--- config.mk ---
export PLATFORM = sky130hd
export DESIGN_NAME = bus_codec
export DESIGN_NICKNAME = d
export VERILOG_FILES = /design/src/rtl/bcodec_pkg.sv /design/src/rtl/succ_rom.sv /design/src/rtl/bus_enc.sv /design/src/rtl/bus_dec.sv /design/src/rtl/bus_codec.sv
export SDC_FILE = /design/constraint.sdc
export NUM_CORES = 1
export LEC_CHECK = 0
export BUFFER_PORTS_ARGS = -buffer_cell sky130_fd_sc_hd__buf_4
export CAP_MARGIN = 20
export CORE_MARGIN = 2
export CORE_UTILIZATION = 35
export DETAILED_ROUTE_END_ITERATION = 16
export GPL_TIMING_DRIVEN = 0
export PLACE_DENSITY = 0.49
export SYNTH_ARGS = -nofsm -noshare
export SYNTH_HDL_FRONTEND = slang
export SYNTH_SLANG_ARGS = --single-unit
--- constraint.sdc ---
create_clock -name clk -period 3.4 [get_ports clk]
set_input_delay 0.51 -clock clk [delete_from_list [all_inputs] [get_ports clk]]
set_output_delay 0.51 -clock clk [all_outputs]
set_load 0.02 [all_outputs]
--- src/rtl/bcodec_pkg.sv ---
package bcodec_pkg;

    localparam int MAX_W = 16;

    // Legality of one bus step from a to b over the low w bits.
    function automatic bit step_ok(input logic [MAX_W-1:0] a,
                                   input logic [MAX_W-1:0] b,
                                   input int w,
                                   input int max_tog);
        int tog;
        bit ok;
        tog = 0;
        ok  = 1'b1;
        for (int i = 0; i < MAX_W; i++) begin
            if (i < w) begin
                if (a[i] != b[i]) tog++;
                if (i + 1 < w) begin
                    if (!a[i] && b[i] && !a[i+1] && b[i+1]) ok = 1'b0;
                    if (a[i] && !b[i] && a[i+1] && !b[i+1]) ok = 1'b0;
                end
            end
        end
        return ok && (tog <= max_tog);
    endfunction

endpackage

--- src/rtl/succ_rom.sv ---
module succ_rom #(
    parameter int N       = 5,
    parameter int M       = 2,
    parameter int MAX_TOG = 2
) (
    input  logic [N-1:0]               row_sel,
    output logic [(1<<M)-1:0][N-1:0]   row
);
    localparam int S = 1 << N;
    localparam int K = 1 << M;

    // d-th legal successor of state s in ascending order.
    function automatic logic [N-1:0] nth_succ(input int s, input int d);
        int cnt;
        logic [N-1:0] r;
        cnt = 0;
        r   = N'(s);
        for (int v = 0; v < S; v++) begin
            if (bcodec_pkg::step_ok(16'(s), 16'(v), N, MAX_TOG)) begin
                if (cnt == d) r = N'(v);
                cnt++;
            end
        end
        return r;
    endfunction

    logic [S-1:0][K-1:0][N-1:0] tbl;

    for (genvar s = 0; s < S; s++) begin : g_state
        for (genvar d = 0; d < K; d++) begin : g_word
            localparam logic [N-1:0] ENT = nth_succ(s, d);
            assign tbl[s][d] = ENT;
        end
    end

    assign row = tbl[row_sel];

endmodule

--- src/rtl/bus_enc.sv ---
module bus_enc #(
    parameter int N         = 5,
    parameter int M         = 2,
    parameter int MAX_TOG   = 2,
    parameter logic [N-1:0] RESET_VEC = '0
) (
    input  logic         clk,
    input  logic         rst_n,
    input  logic         tx_valid,
    input  logic [M-1:0] tx_data,
    output logic [N-1:0] bus_out,
    output logic         bus_valid_out
);
    localparam int K = 1 << M;

    typedef struct packed {
        logic [N-1:0] vec;
        logic         vld;
    } enc_st_t;

    enc_st_t st_q, st_d;
    logic [K-1:0][N-1:0] row;

    succ_rom #(.N(N), .M(M), .MAX_TOG(MAX_TOG)) u_rom (
        .row_sel (st_q.vec),
        .row     (row)
    );

    always_comb begin
        st_d     = st_q;
        st_d.vld = tx_valid;
        if (tx_valid) st_d.vec = row[tx_data];
    end

    always_ff @(posedge clk) begin
        if (!rst_n) begin
            st_q.vec <= RESET_VEC;
            st_q.vld <= 1'b0;
        end else begin
            st_q <= st_d;
        end
    end

    assign bus_out       = st_q.vec;
    assign bus_valid_out = st_q.vld;

endmodule

--- src/rtl/bus_dec.sv ---
module bus_dec #(
    parameter int N         = 5,
    parameter int M         = 2,
    parameter int MAX_TOG   = 2,
    parameter logic [N-1:0] RESET_VEC = '0
) (
    input  logic         clk,
    input  logic         rst_n,
    input  logic         rx_valid,
    input  logic [N-1:0] rx_bus,
    output logic [M-1:0] rx_data,
    output logic         rx_data_valid,
    output logic         rx_err
);
    localparam int K = 1 << M;

    typedef struct packed {
        logic [N-1:0] prev;
        logic [M-1:0] data;
        logic         dv;
        logic         err;
    } dec_st_t;

    dec_st_t st_q, st_d;
    logic [K-1:0][N-1:0] row;
    logic                hit;
    logic [M-1:0]        idx;

    succ_rom #(.N(N), .M(M), .MAX_TOG(MAX_TOG)) u_rom (
        .row_sel (st_q.prev),
        .row     (row)
    );

    always_comb begin
        hit = 1'b0;
        idx = '0;
        for (int k = 0; k < K; k++) begin
            if (!hit && row[k] == rx_bus) begin
                hit = 1'b1;
                idx = M'(k);
            end
        end
    end

    always_comb begin
        st_d      = st_q;
        st_d.data = '0;
        st_d.dv   = 1'b0;
        st_d.err  = 1'b0;
        if (rx_valid) begin
            if (hit) begin
                st_d.prev = rx_bus;
                st_d.data = idx;
                st_d.dv   = 1'b1;
            end else begin
                st_d.err  = 1'b1;
            end
        end
    end

    always_ff @(posedge clk) begin
        if (!rst_n) begin
            st_q.prev <= RESET_VEC;
            st_q.data <= '0;
            st_q.dv   <= 1'b0;
            st_q.err  <= 1'b0;
        end else begin
            st_q <= st_d;
        end
    end

    assign rx_data       = st_q.data;
    assign rx_data_valid = st_q.dv;
    assign rx_err        = st_q.err;

endmodule

--- src/rtl/bus_codec.sv ---
module bus_codec #(
    parameter int N         = 5,
    parameter int M         = 2,
    parameter int MAX_TOG   = 2,
    parameter logic [N-1:0] RESET_VEC = '0
) (
    input  logic         clk,
    input  logic         rst_n,
    input  logic         tx_valid,
    input  logic [M-1:0] tx_data,
    output logic [N-1:0] bus_out,
    output logic         bus_valid_out,
    input  logic         rx_valid,
    input  logic [N-1:0] rx_bus,
    output logic [M-1:0] rx_data,
    output logic         rx_data_valid,
    output logic         rx_err
);

    bus_enc #(.N(N), .M(M), .MAX_TOG(MAX_TOG), .RESET_VEC(RESET_VEC)) u_enc (
        .clk           (clk),
        .rst_n         (rst_n),
        .tx_valid      (tx_valid),
        .tx_data       (tx_data),
        .bus_out       (bus_out),
        .bus_valid_out (bus_valid_out)
    );

    bus_dec #(.N(N), .M(M), .MAX_TOG(MAX_TOG), .RESET_VEC(RESET_VEC)) u_dec (
        .clk           (clk),
        .rst_n         (rst_n),
        .rx_valid      (rx_valid),
        .rx_bus        (rx_bus),
        .rx_data       (rx_data),
        .rx_data_valid (rx_data_valid),
        .rx_err        (rx_err)
    );

endmodule

== After elaboration in Yosys (flattened, before gate mapping) ==
Memories as Yosys holds them, arrays and structs flattened. A register that Yosys moved wholly into a read port is not among the register bits.
Index checks and enable logic that the tools add are counted.
Operators by class
  $lt $le $gt $ge: 3
  mux-type cells: 17
  reductions and logical operators: 9
  equality and inequality tests: 4
Operator list (count)
  20-bit two-way mux: 2
  5-bit two-way mux: 5
  5-bit == test: 4
  5-bit by 6-bit < comparator with 1-bit output, second input constant: 2
  5-bit binary-select mux with 2-bit select: 1
  1-bit two-way mux: 7
  2-bit two-way mux: 2
  2-bit AND reduction: 2
  1-bit logical AND: 3
  1-bit zero test: 3
  2-bit by 3-bit < comparator with 1-bit output, second input constant: 1
  3-bit AND reduction: 1
Word-level totals
  memories: 2
  word-level logic and storage cells: 41
  ROM bits: 1280
  register bits after elaboration: 15
Memory list
  (no name shown): words 32, bits a word 20, read ports 1, clocked after memory_dff 1, wr ports 0, line succ_rom.sv:36  | assign row = tbl[row_sel];
  (no name shown): words 32, bits a word 20, read ports 1, clocked after memory_dff 1, wr ports 0, line succ_rom.sv:36

== Longest topological paths before layout ==
Gate-level depths: netlist of run 1.
  depth after elaboration: 16
  gate-level depth with buffers: 14
  gate-level depth less buffers: 12

== Modules after synthesis ==
A second synthesis of run 1 with hierarchy kept.
Unflattened totals
  cells, all modules: 208
  area total of the unflattened synthesis: 1686.6 um^2
By module, submodules not included
  bus_dec: area an instance 643.1 um^2, instances 1, cells each 72
  succ_rom at u_dec.u_rom: area an instance 366.6 um^2, instances 1, cells each 55
  bus_enc: area an instance 344.1 um^2, instances 1, cells each 31
  succ_rom at u_enc.u_rom: area an instance 332.8 um^2, instances 1, cells each 50

== Worst setup path after synthesis of run 1 ==
Ideal clock, no wire load.
  path type: in2reg
  start: input rx_bus[0]
  end: register u_dec.row[5] (netlist name)
  stages: 13
  arrival time: 2.500 ns
  setup slack: 0.784 ns
  library setup time: 0.116 ns
  path through: buf_4 > xor2_1 > nor3_1 > o21ba_1 > or2_1 > buf_6 > mux2i_1 > nand2b_1 > inv_1 > ha_1 > nand3_1 > mux2i_1 > o22a_2
RTL lines
  from (decl): line bus_codec.sv:14  | input logic [N-1:0] rx_bus,

==> results of run 1 <==
## per-layer routing
layer,vias up,share of wire,routed length (um),global-route usage
met1,716,0.49,2080,0.197
li1,782,-,-,-
met2,31,0.46,1960,0.242
met3,7,0.038,164,0.0386
met5,-,0,0,0
met4,0,0.012,51,0.0466
## cell type report
| type | instances | area, um2 | share of cell area |
|---|---|---|---|
| clock inverters | 2 | 12.5 | 0.00554 |
| inverters | 14 | 52.6 | 0.0233 |
| flip-flops and latches | 39 | 781 | 0.346 |
| clock buffers | 6 | 72.6 | 0.0321 |
| multi-input cells | 150 | 1040 | 0.461 |
| well taps | 72 | 90.1 | 0.0399 |
| repair buffers | 14 | 105 | 0.0465 |
| plain buffers | 15 | 105 | 0.0465 |
## through the flow
step	instances	util	hold slack, ns	instance area (um2)	setup slack [ns]
after floorplan	218	-	0.554	1980	0.784
after global routing	312	0.413	0.546	2260	0.405
after CTS	312	0.413	0.517	2260	0.588
after detailed placement	304	0.397	0.548	2170	0.286
final	312	0.413	0.519	2260	0.625
after global placement	304	0.397	0.540	2170	0.224
## registers in the layout, indices dropped and copies added, names as in the netlist
signal / cells
u_dec.row: 14
u_enc.row: 11
u_dec.st_q: 5
u_enc.bus_out: 4
u_dec.rx_data: 2
u_dec.rx_data_valid: 1
u_dec.rx_err: 1
u_enc.bus_valid_out: 1
## worst max-delay path by stage
stage	end	slack, ns	cells after the start
2_1_floorplan	u_dec.row[5]	0.78	13
3_3_place_gp	u_dec.row[16]	0.22	14
3_5_place_dp	u_dec.row[16]	0.29	14
4_1_cts	u_dec.row[16]	0.59	14
5_1_grt	u_dec.row[16]	0.41	14
6_report	u_dec.row[16]	0.62	14
## worst max-delay path, cell delays in order
cell and delay (ns):
buf_4 0.14, xor2_1 0.23, nor3_1 0.13, o21ba_1 0.20
nor2_1 0.27, buf_2 0.30, nand2_1 0.15, nand2_1 0.14
and2_1 0.16, ha_1 0.22, nand3_1 0.09, mux2i_1 0.25
a211oi_2 0.05, o21ai_1 0.15
## cells in the final DEF, fill, tap and decap left out, types with 3 or more instances in the layout
cell type   n
dfxtp_1    39
buf_4      20
nand2_1    20
nor2_1     16
inv_1      14
mux2i_1     9
nor2b_1     8
a21oi_1     8
xor2_1      7
xnor2_1     7
nand3_1     7
ha_1        6
nor3_1      5
clkbuf_8    5
clkbuf_1    4
and2_1      4
o21ai_0     4
a31oi_1     4
buf_6       3
nor3b_1     3
mux2_2      3
o21ai_1     3
## logic make-up (layout without fill, tap and decap cells)
| logic type | Yosys count | in the layout | synth area share |
|---|---|---|---|
| AND/OR/NAND/NOR | 74 | 74 | 0.188 |
| AO/OA/AOI/OAI | 40 | 40 | 0.143 |
| flip-flops | 39 | 39 | 0.394 |
| buffers and inverters | 29 | 51 | 0.0796 |
| multiplexers | 15 | 15 | 0.0929 |
| XOR/XNOR | 14 | 14 | 0.0619 |
| adder cells (fa/ha/maj) | 6 | 6 | 0.0379 |
| other | 1 | 1 | 0.00189 |
## power groups by stage
stage                     clock network (uW)  registers [uW]  logic (uW)
after floorplan                            0             490        80.3
after detailed placement                   0             487         118
after global routing                     339             477         130
final                                    306             476         117
after global placement                     0             487         119
after CTS                                317             476         118
==> impl_metrics.yaml, run 1 <==
route:
  vias: 1536
  drc_errors: 0
  wirelength_mm: 4.26
  drt-wirelength-per-cell_um: 13.7
  via_per_inst: 4.92
  drt_iter0_drc: 98
  dr.pass1.iters: 4
  drtAntennaViolNets: 0
sta:
  max_slew_margin: 0.533
  finalHoldViolCount: 0
  rsz0062_at_grt: "no"
  finalSetupTns_ns: 0
  setup_viol: 0
  fmax_mhz: 360
  tightest_slew_ns: 0.696
  slew_viol_final: 0
  finalCriticalPeriod_ns: 2.78
  final.period_utilization: 0.816
  fin_skew_ns: 0.00358
cts:
  cts.htree.levels: 2
  ctsResizeCount: 0
  cts_root_buf: "clkbuf_8"
  clock_latency_ns: 0.29
  cts_tree: "yes"
  post-cts-setup-buffer-count: 0
  clkTransAtPathRegs_ns: 0.08
  postCtsHoldBufs: 0
  cts_made_buffers: 5
  cts.sinks: 39
  clk_path_buf_depth: 2
die:
  ios: 21
  fp.dieW_um: 79.2
  initial_core_util: 0.362
  row_count: 27
  die-area_um2: 6270
  fp.dieH_um: 79.2
  coreArea_um2: 5470
min_path:
  min_path_type: "input pin to flop"
  min_delay_path_depth: 3
  hold_start: "rx_valid"
  whs_endpoint: "u_dec.rx_err"
critical_path:
  startpoint: "rx_bus[0]"
  path_class: "input pin to flop"
  critical_path_required_ns: 3.62
  r2r_start: "u_dec.row[0]"
  startpoint_type: "input pin"
  reg2regPathDepth: 13
  cp_max_fo: 10
  crit_arrival_ns: 2.99
  end_kind: "flop"
  ff2ff_setup_slack_ns: 0.68
  r2r-end: "u_dec.row[16]"
synth:
  syn_area_um2: 1980
  yosys-top-cells-area: "dfxtp_1, mux2i_1, ha_1"
  synth_ff_type: "dfxtp_1"
  synth.yosys.seq_area_share: 0.394
  synth_edf_count: 0
  synth.distinct_cells: 51
  syn_avg_cell_area_um2: 9.08
  ys_seq_elements: 39
  synth.top_cell.area_share: 0.394
  synthTopCellsByCount: "dfxtp_1, nand2_1, nor2_1, inv_1, mux2i_1"
  yosys.area.top_type: "dfxtp_1"
  synthesis.nets: 235
  yosysMostFrequentCell: "dfxtp_1"
  yosysWarnings: 0
  synthCells: 218
  ys_async_sr_fraction: 0
power_and_ir_drop:
  power_frac_seq: 0.529
  ir_worst_vdd_mv: 0.163
  power_frac_comb: 0.130
  p_switching_uw: 233
  p_per_area_nw_per_um2: 398
  pwr-share-clk: 0.341
  p_int_uw: 666
  cellLeakagePower_uw: 0.00101
  total_power_uw: 899
  p_sw_frac: 0.260
global_routing:
  grt_overflow_total: 0
  grt_max_degree: 13
  grt_pass1_wl_mm: 7.29
  antenna_found_initial: 0
  grt_pass1_vias: 1472
  grt_use_total: 0.150
final_layout:
  antenna_cells: 0
  fillers: 565
  drive_gt1_frac: 0.179
  syn_to_final_growth_pct: 14.2
  fin_nets: 256
job:
  drv_cap: 0
placed_design:
  gp_congestion: 0.834
  dp_hpwl_mm: 3.11
  portBuffers: 14
status:
  status: "finished, final reports clean"
Note: power is estimated with default switching activity, not from simulation.
==> inputs of run 2 (changes only) <==
--- a/config.mk
+++ b/config.mk
@@ -11,7 +11,7 @@
 export CORE_UTILIZATION = 35
 export DETAILED_ROUTE_END_ITERATION = 16
 export GPL_TIMING_DRIVEN = 0
-export PLACE_DENSITY = 0.49
+export PLACE_DENSITY = 0.51
 export SYNTH_ARGS = -nofsm -noshare
 export SYNTH_HDL_FRONTEND = slang
 export SYNTH_SLANG_ARGS = --single-unit
==> constraint.sdc (replaced) <==
create_clock -name clk -period 2.5 [get_ports clk]
set_input_delay 0.375 -clock clk [delete_from_list [all_inputs] [get_ports clk]]
set_output_delay 0.375 -clock clk [all_outputs]
set_load 0.02 [all_outputs]
==> run 2 against run 1 <==
  * Cell count up 0.64%
  * Non-clock buffer count up 2
  * Register-to-register slack worse by 0.61 ns
  * Sequential share of layout area fell by 1.9 points
  * Global-route usage hardly changed
  * Hold slack worse by 0.12 ns
  * First-iteration DRC count down 14%
  * Highest routed layer unchanged
  * Combinational power is 48% higher
  * Clock skew grew 0.0042 ns
  * Flip-flop and latch count did not move
  * Critical path type is now flop to flop
==> impl_metrics.yaml, run 2 (synthesis results as in run 1) <==
status:
  status: "finished, final reports clean"
final_layout:
  antenna_cells: 0
  drive_gt1_frac: 0.252
  layout.cells.non_filler: 314
  fin_nets: 258
  mostFrequentLayoutCell: "dfxtp_1"
  fillers: 565
  multi_input_area_um2: 1120
  syn_to_final_growth_pct: 20.9
  largest_reg_flops: 14
  layout_common_cells: "dfxtp_1, buf_4, nand2_1"
  seq_area_um2: 781
critical_path:
  r2r-end: "u_dec.row[16]"
  endpoint: "u_dec.row[16]"
  critical_path_required_ns: 2.66
  end_kind: "flop"
  startpoint_type: "flop"
  reg2regPathDepth: 13
  path_class: "flop to flop"
  ff2ff_setup_slack_ns: 0.07
  crit_arrival_ns: 2.59
  startpoint: "u_dec.row[17]"
  cpPeakStageDelay_ns: 0.41
  crit_slowest_cell: "or3b_4"
  path_cells: "xor2_1, or3b_4, o22ai_4, or2_1, buf_6, mux2i_1, nand2b_4, inv_4, ha_4, nand3_2, mux2i_2, a211oi_2, o21ai_1"
  r2r_start: "u_dec.row[17]"
  cp.depth: 13
  cp_num_buf_inv: 2
  cp_max_fo: 5
  critPathTopFamily: "simple AND/OR/NAND/NOR gates"
die:
  row_count: 27
  fp.dieH_um: 79.2
  fp.dieW_um: 79.2
  coreArea_um2: 5470
  ios: 21
  die-area_um2: 6270
  initial_core_util: 0.362
cts:
  clk_path_buf_depth: 2
  cts.htree.levels: 2
  clock_latency_ns: 0.29
  cts_tree: "yes"
  clkTransAtPathRegs_ns: 0.08
  postCtsHoldBufs: 0
  cts_made_buffers: 5
  cts.sinks: 39
  cts_root_buf: "clkbuf_8"
sta:
  holdWs_ns: 0.404
  fin_skew_ns: 0.00773
  setup_viol: 0
  slew_viol_final: 0
  rsz0062_at_grt: "yes"
  finalCriticalPeriod_ns: 2.43
  tightest_slew_ns: 0.713
  fmax_mhz: 412
  max_slew_margin: 0.522
  finalHoldViolCount: 0
  final.period_utilization: 0.972
  setup_slack_ns: 0.0699
route:
  drt_iter0_drc: 84
  drc_errors: 0
  dr.pass1.iters: 4
  via_per_inst: 5.06
  wirelength_mm: 4.41
  drtAntennaViolNets: 0
  drt-wirelength-per-cell_um: 14.1
  vias: 1588
global_routing:
  grt_pass1_vias: 1496
  grt_pass1_wl_mm: 7.31
  grt_use_total: 0.150
  grt_max_degree: 13
  grt_overflow_total: 0
  antenna_found_initial: 0
power_and_ir_drop:
  cellLeakagePower_uw: 0.00103
  ir_worst_vdd_mv: 0.268
  p_per_area_nw_per_um2: 572
placed_design:
  portBuffers: 14
  gp_congestion: 0.849
  place_inst: 304
  dp_slack_ns: -0.410
  dp_hpwl_mm: 3.10
job:
  drv_cap: 0
min_path:
  min_path_type: "input pin to flop"
run 2: worst register-to-register path, cell delays in order, from the launching register on:
cell      delay (ns)
dfxtp_1         0.31
xor2_1          0.15
or3b_4          0.41
o22ai_4         0.17
or2_1           0.16
buf_6           0.12
mux2i_1         0.19
nand2b_4        0.19
inv_4           0.05
ha_4            0.17
nand3_2         0.07
mux2i_2         0.10
a211oi_2        0.14
o21ai_1         0.08
run 2: final cells by class:
type | instances | area share
clock buffers | 6 | 0.0345
plain buffers | 15 | 0.0450
flip-flops and latches | 39 | 0.326
inverters | 14 | 0.0230
repair buffers | 16 | 0.0502
multi-input cells | 150 | 0.469
clock inverters | 2 | 0.0146
well taps | 72 | 0.0377
run 2: how the worst min path moves through the flow:
stage / from / slack [ns] / depth (start not counted) / to
after floorplan: u_dec.st_q[5] / 0.55 / 2 / u_dec.row[12]
after global placement: u_enc.bus_out[0] / 0.54 / 2 / u_enc.bus_out[0]
after detailed placement: u_enc.bus_out[0] / 0.56 / 2 / u_enc.bus_out[0]
after CTS: rx_valid / 0.40 / 3 / u_dec.rx_err
after global routing: rx_valid / 0.44 / 3 / u_dec.rx_err
final: rx_valid / 0.40 / 3 / u_dec.rx_err
run 2: per-stage QoR:
| step | instance area [um2] | utilization | total power [uW] | TNS [ns] |
|---|---|---|---|---|
| 2_1_floorplan | 1980 | - | 776 | 0 |
| 3_3_place_gp | 2170 | 0.397 | 822 | -1.90 |
| 3_5_place_dp | 2170 | 0.397 | 822 | -1.87 |
| 4_1_cts | 2350 | 0.429 | 1380 | 0 |
| 5_1_grt | 2390 | 0.437 | 1430 | -0.161 |
| 6_report | 2390 | 0.437 | 1370 | 0 |
run 2: what timing repair did:
item,4_1_cts,5_1_grt
endpoints found under the setup margin,5,4
buffers inserted,2,0
pin swaps,1,3
gates resized for setup,9,12
run 2: report_power, final:
part           internal, uW  switching [uW]
clock network           323             226
registers               640            7.76
logic                  77.2            95.4
run 2: routing by layer:
metal  global-route usage  routed length [um]
met5                    0                   0
met4               0.0552                  67
met3               0.0364                 232
met2                0.246                2090
met1                0.192                2030
==> inputs of run 3 (changes only) <==
--- a/config.mk
+++ b/config.mk
@@ -12,6 +12,7 @@
 export DETAILED_ROUTE_END_ITERATION = 16
 export GPL_TIMING_DRIVEN = 0
 export PLACE_DENSITY = 0.51
+export RECOVER_POWER = 100
 export SYNTH_ARGS = -nofsm -noshare
 export SYNTH_HDL_FRONTEND = slang
 export SYNTH_SLANG_ARGS = --single-unit
==> run 3 against run 2 <==
  * Non-clock buffer count unchanged
  * Power fell by 0.37%
  * Combinational power fell by 3%
  * Count of clock-buffer cells in the layout unchanged
  * Critical path depth is the same
  * Global-route usage unchanged
  * Sequential share of layout area grew 0.47 points
  * Flip-flop and latch count unchanged
  * Hold slack improved by 0.00068 ns
  * Largest cell class unchanged
  * Highest routed layer unchanged
==> impl_metrics.yaml, run 3 (synthesis results as in run 1) <==
status:
  status: "finished, final reports clean"
critical_path:
  end_kind: "flop"
  ff2ff_setup_slack_ns: 0.07
  crit_arrival_ns: 2.59
  crit_slowest_cell: "or3b_4"
  cpPeakStageDelay_ns: 0.41
  cp_num_buf_inv: 2
  critPathTopFamily: "simple AND/OR/NAND/NOR gates"
  path_cells: "xor2_1, or3b_4, o22ai_4, or2_1, buf_6, mux2i_1, nand2b_4, inv_4, ha_4, nand3_2, mux2i_2, a211oi_2, o21ai_1"
  startpoint_type: "flop"
  critical_path_required_ns: 2.66
  cp_max_fo: 5
  path_class: "flop to flop"
route:
  drtAntennaViolNets: 0
  wirelength_mm: 4.42
  dr.pass1.iters: 4
  drc_errors: 0
  drt-wirelength-per-cell_um: 14.1
  drt_iter0_drc: 84
  via_per_inst: 5.00
  vias: 1569
global_routing:
  grt_pass1_vias: 1496
  grt_pass1_wl_mm: 7.31
  grt_overflow_total: 0
  grt_use_total: 0.150
  grt_max_degree: 13
  antenna_found_initial: 0
sta:
  setup_viol: 0
  holdWs_ns: 0.405
  tightest_slew_ns: 1.09
  rsz0062_at_grt: "yes"
  finalHoldViolCount: 0
  fmax_mhz: 411
  slew_viol_final: 0
  max_slew_margin: 0.269
  fin_skew_ns: 0.00819
  finalSetupTns_ns: 0
  final.period_utilization: 0.972
  finalCriticalPeriod_ns: 2.43
die:
  fp.dieH_um: 79.2
  die-area_um2: 6270
  ios: 21
  initial_core_util: 0.362
  coreArea_um2: 5470
  fp.dieW_um: 79.2
  row_count: 27
power_and_ir_drop:
  cellLeakagePower_uw: 0.000997
  total_power_uw: 1360
  p_per_area_nw_per_um2: 578
  ir_worst_vdd_mv: 0.268
cts:
  cts_tree: "yes"
  clkTransAtPathRegs_ns: 0.08
  cts_made_buffers: 5
  cts.sinks: 39
  clock_latency_ns: 0.29
  cts_root_buf: "clkbuf_8"
  postCtsHoldBufs: 0
  cts.htree.levels: 2
  clk_path_buf_depth: 2
job:
  drv_cap: 0
final_layout:
  largest_reg_flops: 14
  fin_nets: 258
  drive_gt1_frac: 0.215
  syn_to_final_growth_pct: 19.2
  antenna_cells: 0
  mostFrequentLayoutCell: "dfxtp_1"
  layout.cells.non_filler: 314
  layout_common_cells: "dfxtp_1, nand2_1, nor2_1"
  fin_area_um2: 2360
placed_design:
  place_inst: 304
  gp_congestion: 0.849
  dpl_cell_area_um2: 2170
  portBuffers: 14
  dp_hpwl_mm: 3.10
min_path:
  min_path_type: "input pin to flop"
[run 3: cell types whose count changed in the layout (fill, tap and decap cells not counted)]
cell      change
clkbuf_1      +9
buf_4         -9
o21ai_0       +1
o21ai_1       -1
[run 3: tightest hold or removal path: cells and delay by family]
family        cells  cell delay (ns)
buf+inv           1             0.10
simple gates      2             0.18
[run 3: timing repair]
action                     CTS  global route
setup endpoints to repair    5             4
pin swaps                    1             3
setup buffers                2             0
gates resized for setup      9            12
[run 3: stage by stage]
stage | setup slack (ns) | utilization
6_report | 0.0695 | 0.431
5_1_grt | -0.0745 | 0.431
4_1_cts | 0.0272 | 0.429
3_5_place_dp | -0.410 | 0.397
3_3_place_gp | -0.380 | 0.397
2_1_floorplan | 0.0192 | -
[run 3: layout make-up]
| class | instances | area, um2 |
|---|---|---|
| plain buffers | 15 | 108 |
| inverters | 14 | 55.1 |
| multi-input cells | 150 | 1120 |
| well taps | 72 | 90.1 |
| repair buffers | 16 | 86.3 |
| fillers | 575 | 3110 |
| flip-flops and latches | 39 | 781 |
| clock buffers | 6 | 82.6 |
| clock inverters | 2 | 35.0 |
[run 3: worst paths after layout]
kind / from / end / cells past startpoint
max: u_dec.row[17] / u_dec.row[16] / 13
min: rx_valid / u_dec.rx_err / 3
max reg2reg: u_dec.row[17] / u_dec.row[16] / 13
min reg2reg: u_enc.bus_out[0] / u_enc.bus_out[0] / 2
[run 3: layer usage]
layer / routed length [um] / track usage
met1: 2110 / 0.192
met2: 2080 / 0.246
met3: 191 / 0.0364
met4: 41 / 0.0552
met5: 0 / 0
[run 3: power by group]
part / internal, uW / total [uW] / switching (uW)
clock: 323 / 549 / 225
combinational: 72.8 / 168 / 95.1
sequential: 640 / 648 / 7.66
total: 1040 / 1360 / 328
